## src/rtl/spi3_pkg.sv

```systemverilog
package spi3_pkg;
   localparam logic [1:0] ADDR_CTRL = 2'd0;
   localparam logic [1:0] ADDR_STAT = 2'd1;
   localparam logic [1:0] ADDR_DATA = 2'd2;

   localparam int STAT_DONE_BIT = 7;
   localparam int STAT_COL_BIT  = 6;

   // packed so that slow lands on bit 0 and irq_en on bit 4
   typedef struct packed {
      logic irq_en;
      logic enable;
      logic master;
      logic lsb_first;
      logic slow;
   } ctrl_t;
endpackage

```

## src/rtl/spi3_rate_gen.sv

```systemverilog
module spi3_rate_gen #(
   parameter int DIV_FAST = 4,
   parameter int DIV_SLOW = 32
) (
   input  logic clk,
   input  logic rst_n,
   input  logic run,
   input  logic slow,
   output logic tick
);
   localparam int HALF_F = DIV_FAST / 2;
   localparam int HALF_S = DIV_SLOW / 2;
   localparam int CW     = (HALF_S > 1) ? $clog2(HALF_S) : 1;

   logic [CW-1:0] cnt;
   logic [CW-1:0] last;

   assign last = slow ? CW'(HALF_S - 1) : CW'(HALF_F - 1);
   assign tick = run && (cnt == last);

   always_ff @(posedge clk or negedge rst_n) begin
      if (!rst_n)          cnt <= '0;
      else if (!run)       cnt <= '0;
      else if (cnt == last) cnt <= '0;
      else                 cnt <= cnt + 1'b1;
   end
endmodule

```

## src/rtl/spi3_sck_sync.sv

```systemverilog
module spi3_sck_sync #(
   parameter int STAGES = 2
) (
   input  logic clk,
   input  logic rst_n,
   input  logic pin,
   output logic rise,
   output logic fall
);
   logic [STAGES-1:0] chain;
   logic              prev;

   for (genvar g = 0; g < STAGES; g++) begin : g_stage
      if (g == 0) begin : g_first
         always_ff @(posedge clk or negedge rst_n) begin
            if (!rst_n) chain[0] <= 1'b1;
            else        chain[0] <= pin;
         end
      end else begin : g_next
         always_ff @(posedge clk or negedge rst_n) begin
            if (!rst_n) chain[g] <= 1'b1;
            else        chain[g] <= chain[g-1];
         end
      end
   end

   always_ff @(posedge clk or negedge rst_n) begin
      if (!rst_n) prev <= 1'b1;
      else        prev <= chain[STAGES-1];
   end

   assign rise = chain[STAGES-1] & ~prev;
   assign fall = ~chain[STAGES-1] & prev;
endmodule

```

## src/rtl/spi3_shifter.sv

```systemverilog
module spi3_shifter #(
   parameter int DATA_W = 8
) (
   input  logic              clk,
   input  logic              rst_n,
   input  logic              load,
   input  logic [DATA_W-1:0] load_val,
   input  logic              restart,
   input  logic              drive,
   input  logic              sample,
   input  logic              lsb_first,
   input  logic              sdi,
   output logic              sdo,
   output logic [DATA_W-1:0] data,
   output logic              at_last
);
   localparam int BW = $clog2(DATA_W);

   logic [DATA_W-1:0] sr;
   logic [BW-1:0]     bitn;

   assign data    = sr;
   assign at_last = (bitn == BW'(DATA_W - 1));

   always_ff @(posedge clk or negedge rst_n) begin
      if (!rst_n) begin
         sr   <= '0;
         bitn <= '0;
         sdo  <= 1'b1;
      end else begin
         if (load) begin
            sr   <= load_val;
            bitn <= '0;
         end else if (restart) begin
            bitn <= '0;
         end else if (sample) begin
            sr   <= lsb_first ? {sdi, sr[DATA_W-1:1]} : {sr[DATA_W-2:0], sdi};
            bitn <= bitn + 1'b1;
         end
         if (drive) sdo <= lsb_first ? sr[0] : sr[DATA_W-1];
      end
   end
endmodule

```

## src/rtl/spi3_port.sv

```systemverilog
module spi3_port
   import spi3_pkg::*;
#(
   parameter int DATA_W      = 8,
   parameter int DIV_FAST    = 4,
   parameter int DIV_SLOW    = 32,
   parameter int SYNC_STAGES = 2
) (
   input  logic              clk,
   input  logic              rst_n,
   input  logic              reg_wr,
   input  logic              reg_rd,
   input  logic [1:0]        reg_addr,
   input  logic [DATA_W-1:0] reg_wdata,
   output logic [DATA_W-1:0] reg_rdata,
   input  logic              sdi,
   output logic              sdo,
   input  logic              sck_in,
   output logic              sck_out,
   output logic              sck_oe,
   output logic              irq
);
   localparam int CTRL_W = $bits(ctrl_t);

   if (DATA_W < 8) begin : g_bad_width
      $error("DATA_W must be at least 8");
   end
   if (DIV_FAST < 2 || (DIV_FAST % 2) != 0 || DIV_SLOW < DIV_FAST || (DIV_SLOW % 2) != 0) begin : g_bad_div
      $error("dividers must be even and DIV_SLOW >= DIV_FAST");
   end
   if (SYNC_STAGES < 2) begin : g_bad_sync
      $error("SYNC_STAGES must be at least 2");
   end

   ctrl_t ctrl_q;
   logic  busy, sck_q, done_f, col_f, armed;
   logic  tick, s_rise, s_fall, at_last;
   logic  [DATA_W-1:0] sh_data;

   logic data_acc, data_wr, load, start_m, master_on, slave_on;
   logic slave_start, drive, sample, finish, clr;

   assign master_on   = ctrl_q.enable & ctrl_q.master;
   assign slave_on    = ctrl_q.enable & ~ctrl_q.master;
   assign data_acc    = (reg_wr | reg_rd) && (reg_addr == ADDR_DATA);
   assign data_wr     = reg_wr && (reg_addr == ADDR_DATA);
   assign load        = data_wr & ~busy;
   assign start_m     = load & master_on;
   assign slave_start = slave_on & s_fall & ~busy;
   assign drive       = (tick & sck_q) | (slave_on & s_fall);
   assign sample      = (tick & ~sck_q) | (slave_on & busy & s_rise);
   assign finish      = sample & at_last;
   assign clr         = armed & data_acc;

   spi3_rate_gen #(.DIV_FAST(DIV_FAST), .DIV_SLOW(DIV_SLOW)) u_rate (
      .clk(clk), .rst_n(rst_n), .run(busy & ctrl_q.master), .slow(ctrl_q.slow), .tick(tick));

   spi3_sck_sync #(.STAGES(SYNC_STAGES)) u_sync (
      .clk(clk), .rst_n(rst_n), .pin(sck_in), .rise(s_rise), .fall(s_fall));

   spi3_shifter #(.DATA_W(DATA_W)) u_shift (
      .clk(clk), .rst_n(rst_n), .load(load), .load_val(reg_wdata),
      .restart(slave_start), .drive(drive), .sample(sample),
      .lsb_first(ctrl_q.lsb_first), .sdi(sdi), .sdo(sdo),
      .data(sh_data), .at_last(at_last));

   always_ff @(posedge clk or negedge rst_n) begin
      if (!rst_n) begin
         ctrl_q <= '0;
         busy   <= 1'b0;
         sck_q  <= 1'b1;
         done_f <= 1'b0;
         col_f  <= 1'b0;
         armed  <= 1'b0;
      end else begin
         if (reg_wr && reg_addr == ADDR_CTRL) ctrl_q <= ctrl_t'(reg_wdata[CTRL_W-1:0]);

         if (!ctrl_q.enable)                  busy <= 1'b0;
         else if (finish)                     busy <= 1'b0;
         else if (start_m || slave_start)     busy <= 1'b1;

         if (!master_on)  sck_q <= 1'b1;
         else if (tick)   sck_q <= ~sck_q;
         else if (start_m) sck_q <= 1'b1;

         if (clr) armed <= 1'b0;
         else if (reg_rd && reg_addr == ADDR_STAT && (done_f || col_f)) armed <= 1'b1;

         done_f <= (done_f & ~clr) | finish;
         col_f  <= (col_f & ~clr) | (data_acc & busy);
      end
   end

   always_comb begin
      reg_rdata = '0;
      case (reg_addr)
         ADDR_CTRL: reg_rdata[CTRL_W-1:0] = ctrl_q;
         ADDR_STAT: begin
            reg_rdata[STAT_DONE_BIT] = done_f;
            reg_rdata[STAT_COL_BIT]  = col_f;
         end
         ADDR_DATA: reg_rdata = sh_data;
         default:   reg_rdata = '0;
      endcase
   end

   assign sck_out = sck_q;
   assign sck_oe  = master_on;
   assign irq     = done_f & ctrl_q.irq_en;
endmodule

```

## config.mk

```make
export PLATFORM = sky130hd
export DESIGN_NAME = spi3_port
export DESIGN_NICKNAME = d
export VERILOG_FILES = /design/src/rtl/spi3_pkg.sv /design/src/rtl/spi3_rate_gen.sv /design/src/rtl/spi3_sck_sync.sv /design/src/rtl/spi3_shifter.sv /design/src/rtl/spi3_port.sv
export SDC_FILE = /design/constraint.sdc
export NUM_CORES = 1
export LEC_CHECK = 0
export BUFFER_PORTS_ARGS = -buffer_cell sky130_fd_sc_hd__buf_4
export CAP_MARGIN = 10
export CORE_MARGIN = 10
export CORE_UTILIZATION = 55
export DETAILED_ROUTE_END_ITERATION = 12
export HOLD_SLACK_MARGIN = 0.02
export PLACE_DENSITY = 0.79
export SETUP_SLACK_MARGIN = 0.05
export SLEW_MARGIN = 20
export SYNTH_ARGS = -nofsm -noshare
export SYNTH_HDL_FRONTEND = slang
export SYNTH_HIERARCHICAL = 1
export SYNTH_SLANG_ARGS = --single-unit
```

## constraint.sdc

```tcl
create_clock -name clk -period 2.9 [get_ports clk]
set_input_delay 0.435 -clock clk [delete_from_list [all_inputs] [get_ports clk]]
set_output_delay 0.435 -clock clk [all_outputs]
set_load 0.01 [all_outputs]
```

# --- Yosys cells after proc, flatten, opt, wreduce, memory -nomap -nowiden ---
# Index checks and enable logic that the tools add are counted.
op_classes:
  add_sub_neg: 2
  eq_ne: 7
  n_mux: 22
  bitwise_logic: 30
  reduce_logical: 13
op_table:
  columns: ["operator", "count"]
  rows:
  - ["$mux 8", 4]
  - ["$and 1x1->1", 19]
  - ["$mux 4", 3]
  - ["$mux 1", 10]
  - ["$pmux 5 s2", 1]
  - ["$mux 3", 3]
  - ["$logic_and 1x1->1", 6]
  - ["$not 1->1", 6]
  - ["$or 1x1->1", 5]
  - ["$add 4x1->4 const B", 1]
  - ["$eq 4x4->1", 1]
  - ["$pmux 2 s2", 1]
  - ["$reduce_bool 2->1", 2]
  - ["$add 3x1->3 const B", 1]
  - ["$eq 3x3->1 const B", 1]
  - ["$ne 3x1->1 const B", 1]
  - ["$ne 3x3->1 const B", 1]
  - ["$reduce_bool 3->1", 1]
  - ["$eq 2x1->1 const B", 1]
  - ["$eq 2x2->1 const B", 1]
  - ["$logic_not 2->1", 1]
  - ["$logic_or 1x1->1", 2]
  - ["$ne 2x2->1 const B", 1]
  - ["$reduce_and 2->1", 1]
totals:
  register_bits: 29
  inputBits: 16
  out_inout_bits: 12
  wordCells: 91

# --- Logic depth before layout (Yosys ltp) ---
depth:
  depth_word: 8
  depth_mapped: 9
  depth_no_buf: 8

# --- Modules after synthesis ---
# The synthesis kept the hierarchy.
by_module_without_submodules:
  columns: ["mod", "instances", "cells_per_inst", "area_each_um2", "seq_area_each_um2"]
  rows:
  - ["spi3_shifter", 1, 70, 671.9, 301.5]
  - ["spi3_port", 1, 58, 603.1, 251.5]
  - ["spi3_rate_gen", 1, 18, 197.7, 100.1]
  - ["spi3_sck_sync", 1, 5, 93.8, 78.8]

# --- Least setup slack after synthesis ---
# No wires, ideal clock.
synth_path:
  kind: "register to register"
  start: "register u_rate.cnt[1]"
  end: "register u_shift.sr[6], in the netlist u_shift/data[6]"
  setup_time_ps: 127
  t_arrival_ps: 2000
  required_time_ps: 2773
  setup_slack_ps: 773
  stages_incl_launch_ff: 10
  path_buffers: 1
  synth_period_minus_slack_ps: 2127
  path_cell_list: "dfrtp_1 -> or4_4 -> a21boi_2 -> and2_1 -> nand2b_1 -> nand2_1 -> nand2b_1 -> buf_2 -> a211oi_1 -> o31ai_1"
synth_via:
  elab_chain_cells: 6
synth_rtl:
  columns: ["element", "line", "text"]
  rows:
  - ["from (decl)", "spi3_rate_gen.sv:15", "logic [CW-1:0] cnt;"]
  - ["from (signal assigned)", "spi3_rate_gen.sv:25", "else cnt <= cnt + 1'b1;"]
  - ["$eq 4x4->1", "spi3_rate_gen.sv:19", "assign tick = run && (cnt == last);"]
  - ["$logic_and 1x1->1", "spi3_rate_gen.sv:19", null]
  - ["via tick", "spi3_port.sv:37", "logic tick, s_rise, s_fall, at_last;"]
  - ["$and 1x1->1", "spi3_port.sv:51", "assign sample = (tick & ~sck_q) | (slave_on & busy & s_rise);"]
  - ["$or 1x1->1", "spi3_port.sv:51", null]
  - ["via sample", "spi3_port.sv:41", "logic slave_start, drive, sample, finish, clr;"]
  - ["$reduce_bool 2->1 (no line)", null, null]
  - ["$reduce_and 2->1 (no line)", null, null]
  - ["to (signal assigned)", "spi3_shifter.sv:32", "sr <= load_val;"]
  - ["to (signal assigned)", "spi3_shifter.sv:37", "sr <= lsb_first ? {sdi, sr[DATA_W-1:1]} : {sr[DATA_W-2:0], sdi};"]
  - ["to (decl)", "spi3_shifter.sv:19", "logic [DATA_W-1:0] sr;"]
# The timed path passes the listed nets, and every way through them passes these cells.
# A chain may end at the register's enable or synchronous reset.

# --- Worst setup path after layout ---
layout_path:
  start: "register u_rate.cnt[1]"
  end: "register u_shift.sr[4], in the netlist u_shift/data[4]"
# Same word-level chain as after synthesis.

==> results.tsv <==
stage	metric	value	unit
outcome	status	finished clean	
floorplanning	Ports	28	
logic_synthesis	Seq/Total Area, Yosys	0.467	
logic_synthesis	Synth area leader	dfrtp_1	
cells_and_area	share of cells above drive strength 1	0.271	
worst_setup_path	WP data arrival	2.81	ns
clocking	Clock Tree Buf Depth	2	
logic_synthesis	YS warnings	6	
sta	Final Skew	0.00669	ns
cells_and_area	Diodes inserted	0	
logic_synthesis	top post-synthesis cells by area	dfrtp_1 38%, dfstp_2 8.4%, nor2b_1 5.6%	
sta	final worst-path cycle share	0.891	
floorplanning	Die X	73.4	microns
clocking	clk_lat worst skew	0.32	ns
sta	Final Setup Violations	0	
logic_synthesis	Post-Syn Nets	173	
cells_and_area	Final nets	202	
place	Placer Congestion	0.747	
cells_and_area	utilization after layout	0.670	
worst_setup_path	crit-path cells	or4_4 > a21boi_2 > and2_1 > nand2b_1 > nand2_1 > nor2b_1 > nor2_1 > o31ai_1	
clocking	TritonCTS clock tree	done	
logic_synthesis	number of flops mapped to enable cells by yosys	0	
floorplanning	Core Area	0.00273	sq mm
floorplanning	Placement Rows	19	
global_routing	initial antenna violation count	0	
logic_synthesis	Syn Inst Count	151	
detailed_routing	Routed wire per std cell	17.0	microns
logic_synthesis	synth unique cells	39	
logic_synthesis	Synth top area share	0.383	
global_routing	grt total ovfl	0	
job	Max Cap Violations	0	
clocking	Clock Sink Count	29	
worst_setup_path	Critical Path End Type	flip-flop	
floorplanning	Initial Util	0.573	
place	Post-DP Area	0.00177	sq mm
clocking	CTS resizes	0	
floorplanning	die height	73.4	microns
cells_and_area	design area	0.00183	sq mm
cells_and_area	Area Overhead vs Synth	16.9	%
place	DP HPWL	2.70	mm
sta	setup TNS	0	ns
sta	Slew Limit Fails	0	
detailed_routing	DR vias	1234	
logic_synthesis	Syn Area/Cell	10.4	sq um
logic_synthesis	Most used DFF post-synth	dfrtp_1	
power	PwrDens	575	mW/mm^2
global_routing	largest net degree at the start of global routing	30	
detailed_routing	Total Wirelength	3.61	mm
clocking	cts bufs inserted	5	
worst_setup_path	slowest cell on the critical path	or4_4	
detailed_routing	final antenna-violating net count	0	
cells_and_area	commonest non-fill, non-tap cell in the layout	buf_4	
detailed_routing	vias per cell	5.82	
logic_synthesis	mapped cell area	0.00157	sq mm
floorplanning	die area	0.00538	sq mm
detailed_routing	DRC viols	0	
worst_setup_path	worst setup path class	flip-flop to flip-flop	
clocking	Post-CTS Setup Inserts	0	
min_path	Hold Crit Class	input pin to flip-flop	
worst_setup_path	Buf+Inv Stages, Crit Path	0	
detailed_routing	Starting DRT DRC Count	92	
global_routing	All-Layer GR Usage	0.142	
place	port buffer count	27	
power	Pleak	0.000857	uW
logic_synthesis	share of flip-flops with an asynchronous set or reset	1.00	
logic_synthesis	synthesis-stage register bit count	29	
detailed_routing	DR pass1 iterations	4	
clocking	hold-fix buffers at CTS	1	
clocking	Root Buffer	clkbuf_4	
worst_setup_path	Top delay family on crit path	simple AND/OR/NAND/NOR gates	
sta	minimum clock period	2.58	ns
clocking	clk slew on worst S/H paths	0.09	ns
sta	RSZ-0062 raised after global routing	no	
cells_and_area	most frequent cells in the layout	27 x buf_4, 24 x dfrtp_1, 18 x nand2_1	
global_routing	vias in the first global route	1274	
worst_setup_path	Startpoint Class	flip-flop	
cells_and_area	fill count	218	
sta	worst rel slew slack	0.536	
worst_setup_path	Worst EP required	3.13	ns
power	Peak VDD IR	0.472	mV
global_routing	first-pass GRT wire length	5.93	mm
clocking	H-tree depth	2	
worst_setup_path	worst-path fanout max	8	
sta	worst-margin pin slew	0.696	ns
sta	Fmax	0.387	GHz
worst_setup_path	Largest stage delay, worst path	0.54	ns
sta	Final Hold Viols	0	
-- sequential cells by signal, summed over array words and instances (netlist names) --
| register | cells |
|---|---|
| u_shift/data | 8 |
| sck_out | 1 |
| u_shift/bitn | 3 |
| u_sync/chain | 2 |
| done_f | 1 |
| ctrl_q | 5 |
| busy | 1 |
| u_sync/prev | 1 |
| u_rate/cnt | 4 |
| col_f | 1 |
| armed | 1 |
| u_shift/sdo | 1 |
-- worst register-to-register path, delay by kind of cell (launching register included) --
| kind | cells | cell delay (ns) |
|---|---|---|
| AO/OA/AOI/OAI | 2 | 0.41 |
| AND/OR/NAND/NOR | 6 | 1.67 |
| flip-flops | 1 | 0.42 |
-- synthesized netlist by cell type, types with 2 or more instances --
cell type / instances
buf_4: 2
nand2_1: 18
inv_1: 2
a211oi_1: 7
nand2b_1: 2
ha_1: 6
nor2_1: 12
mux2_2: 5
buf_2: 4
xnor2_1: 2
dfstp_2: 5
o211ai_1: 2
a22o_1: 5
nor3_1: 4
dfrtp_1: 24
nor2b_1: 14
and2_1: 5
a22oi_1: 2
mux2i_1: 3
o31ai_1: 7
and2_2: 2
-- area by class of cell --
type / instances / area (sq um) / share of cell area
tap: 31 / 38.8 / 0.0212
timing repair buffer: 28 / 213 / 0.116
inverter: 2 / 7.51 / 0.00410
clock buffer: 8 / 48.8 / 0.0266
multi-input combinational: 114 / 792 / 0.432
sequential: 29 / 732 / 0.400
-- power breakdown --
group | switching [uW] | internal [uW] | total [uW]
combinational | 110 | 139 | 249
sequential | 91.7 | 487 | 579
clock | 129 | 96.4 | 226
total | 330 | 722 | 1050
-- logic make-up (layout without fill, tap and decap cells) --
kind of cell               count (synthesis)  count (layout)  synth area share
DFF                                       29              29             0.467
muxes                                      8               8            0.0551
AOI/OAI and AO/OA                         32              32             0.168
buffers and inverters                      8              38            0.0272
xor gates and xnor gates                   3               3            0.0168
and+or+nand+nor                           65              65             0.218
adders and majority gates                  6               6            0.0479
-- final timing paths --
path                                  from         endpoint  slack, ns  cells after the start
setup reg to reg             u_rate/cnt[1]  u_shift/data[4]       0.32                      8
hold / removal                      sck_in  u_sync/chain[0]       0.22                      1
min in group asynchronous            rst_n        ctrl_q[3]       0.56                      2
max in group asynchronous            rst_n      u_shift/sdo       2.02                      2
setup / recovery             u_rate/cnt[1]  u_shift/data[4]       0.32                      8
hold reg to reg            u_sync/chain[0]  u_sync/chain[1]       0.36                      0
-- through the flow --
step	hold WS (ns)	setup WS (ns)	instances	power [uW]
floorplan	0.139	0.773	151	721
global placement	0.351	0.498	203	821
detailed placement	0.349	0.377	203	836
CTS	0.192	0.362	212	1070
global route	0.194	0.149	212	1120
finish	0.217	0.316	212	1050
-- metal layers --
metal	vias to the layer above	track usage	share of wire
met1	591	0.161	0.40
met3	4	0.0444	0.091
met4	0	0.0683	0.011
met5	-	0	0
li1	595	-	-
met2	44	0.236	0.50
No activity file was read; power rests on OpenSTA's default activity.
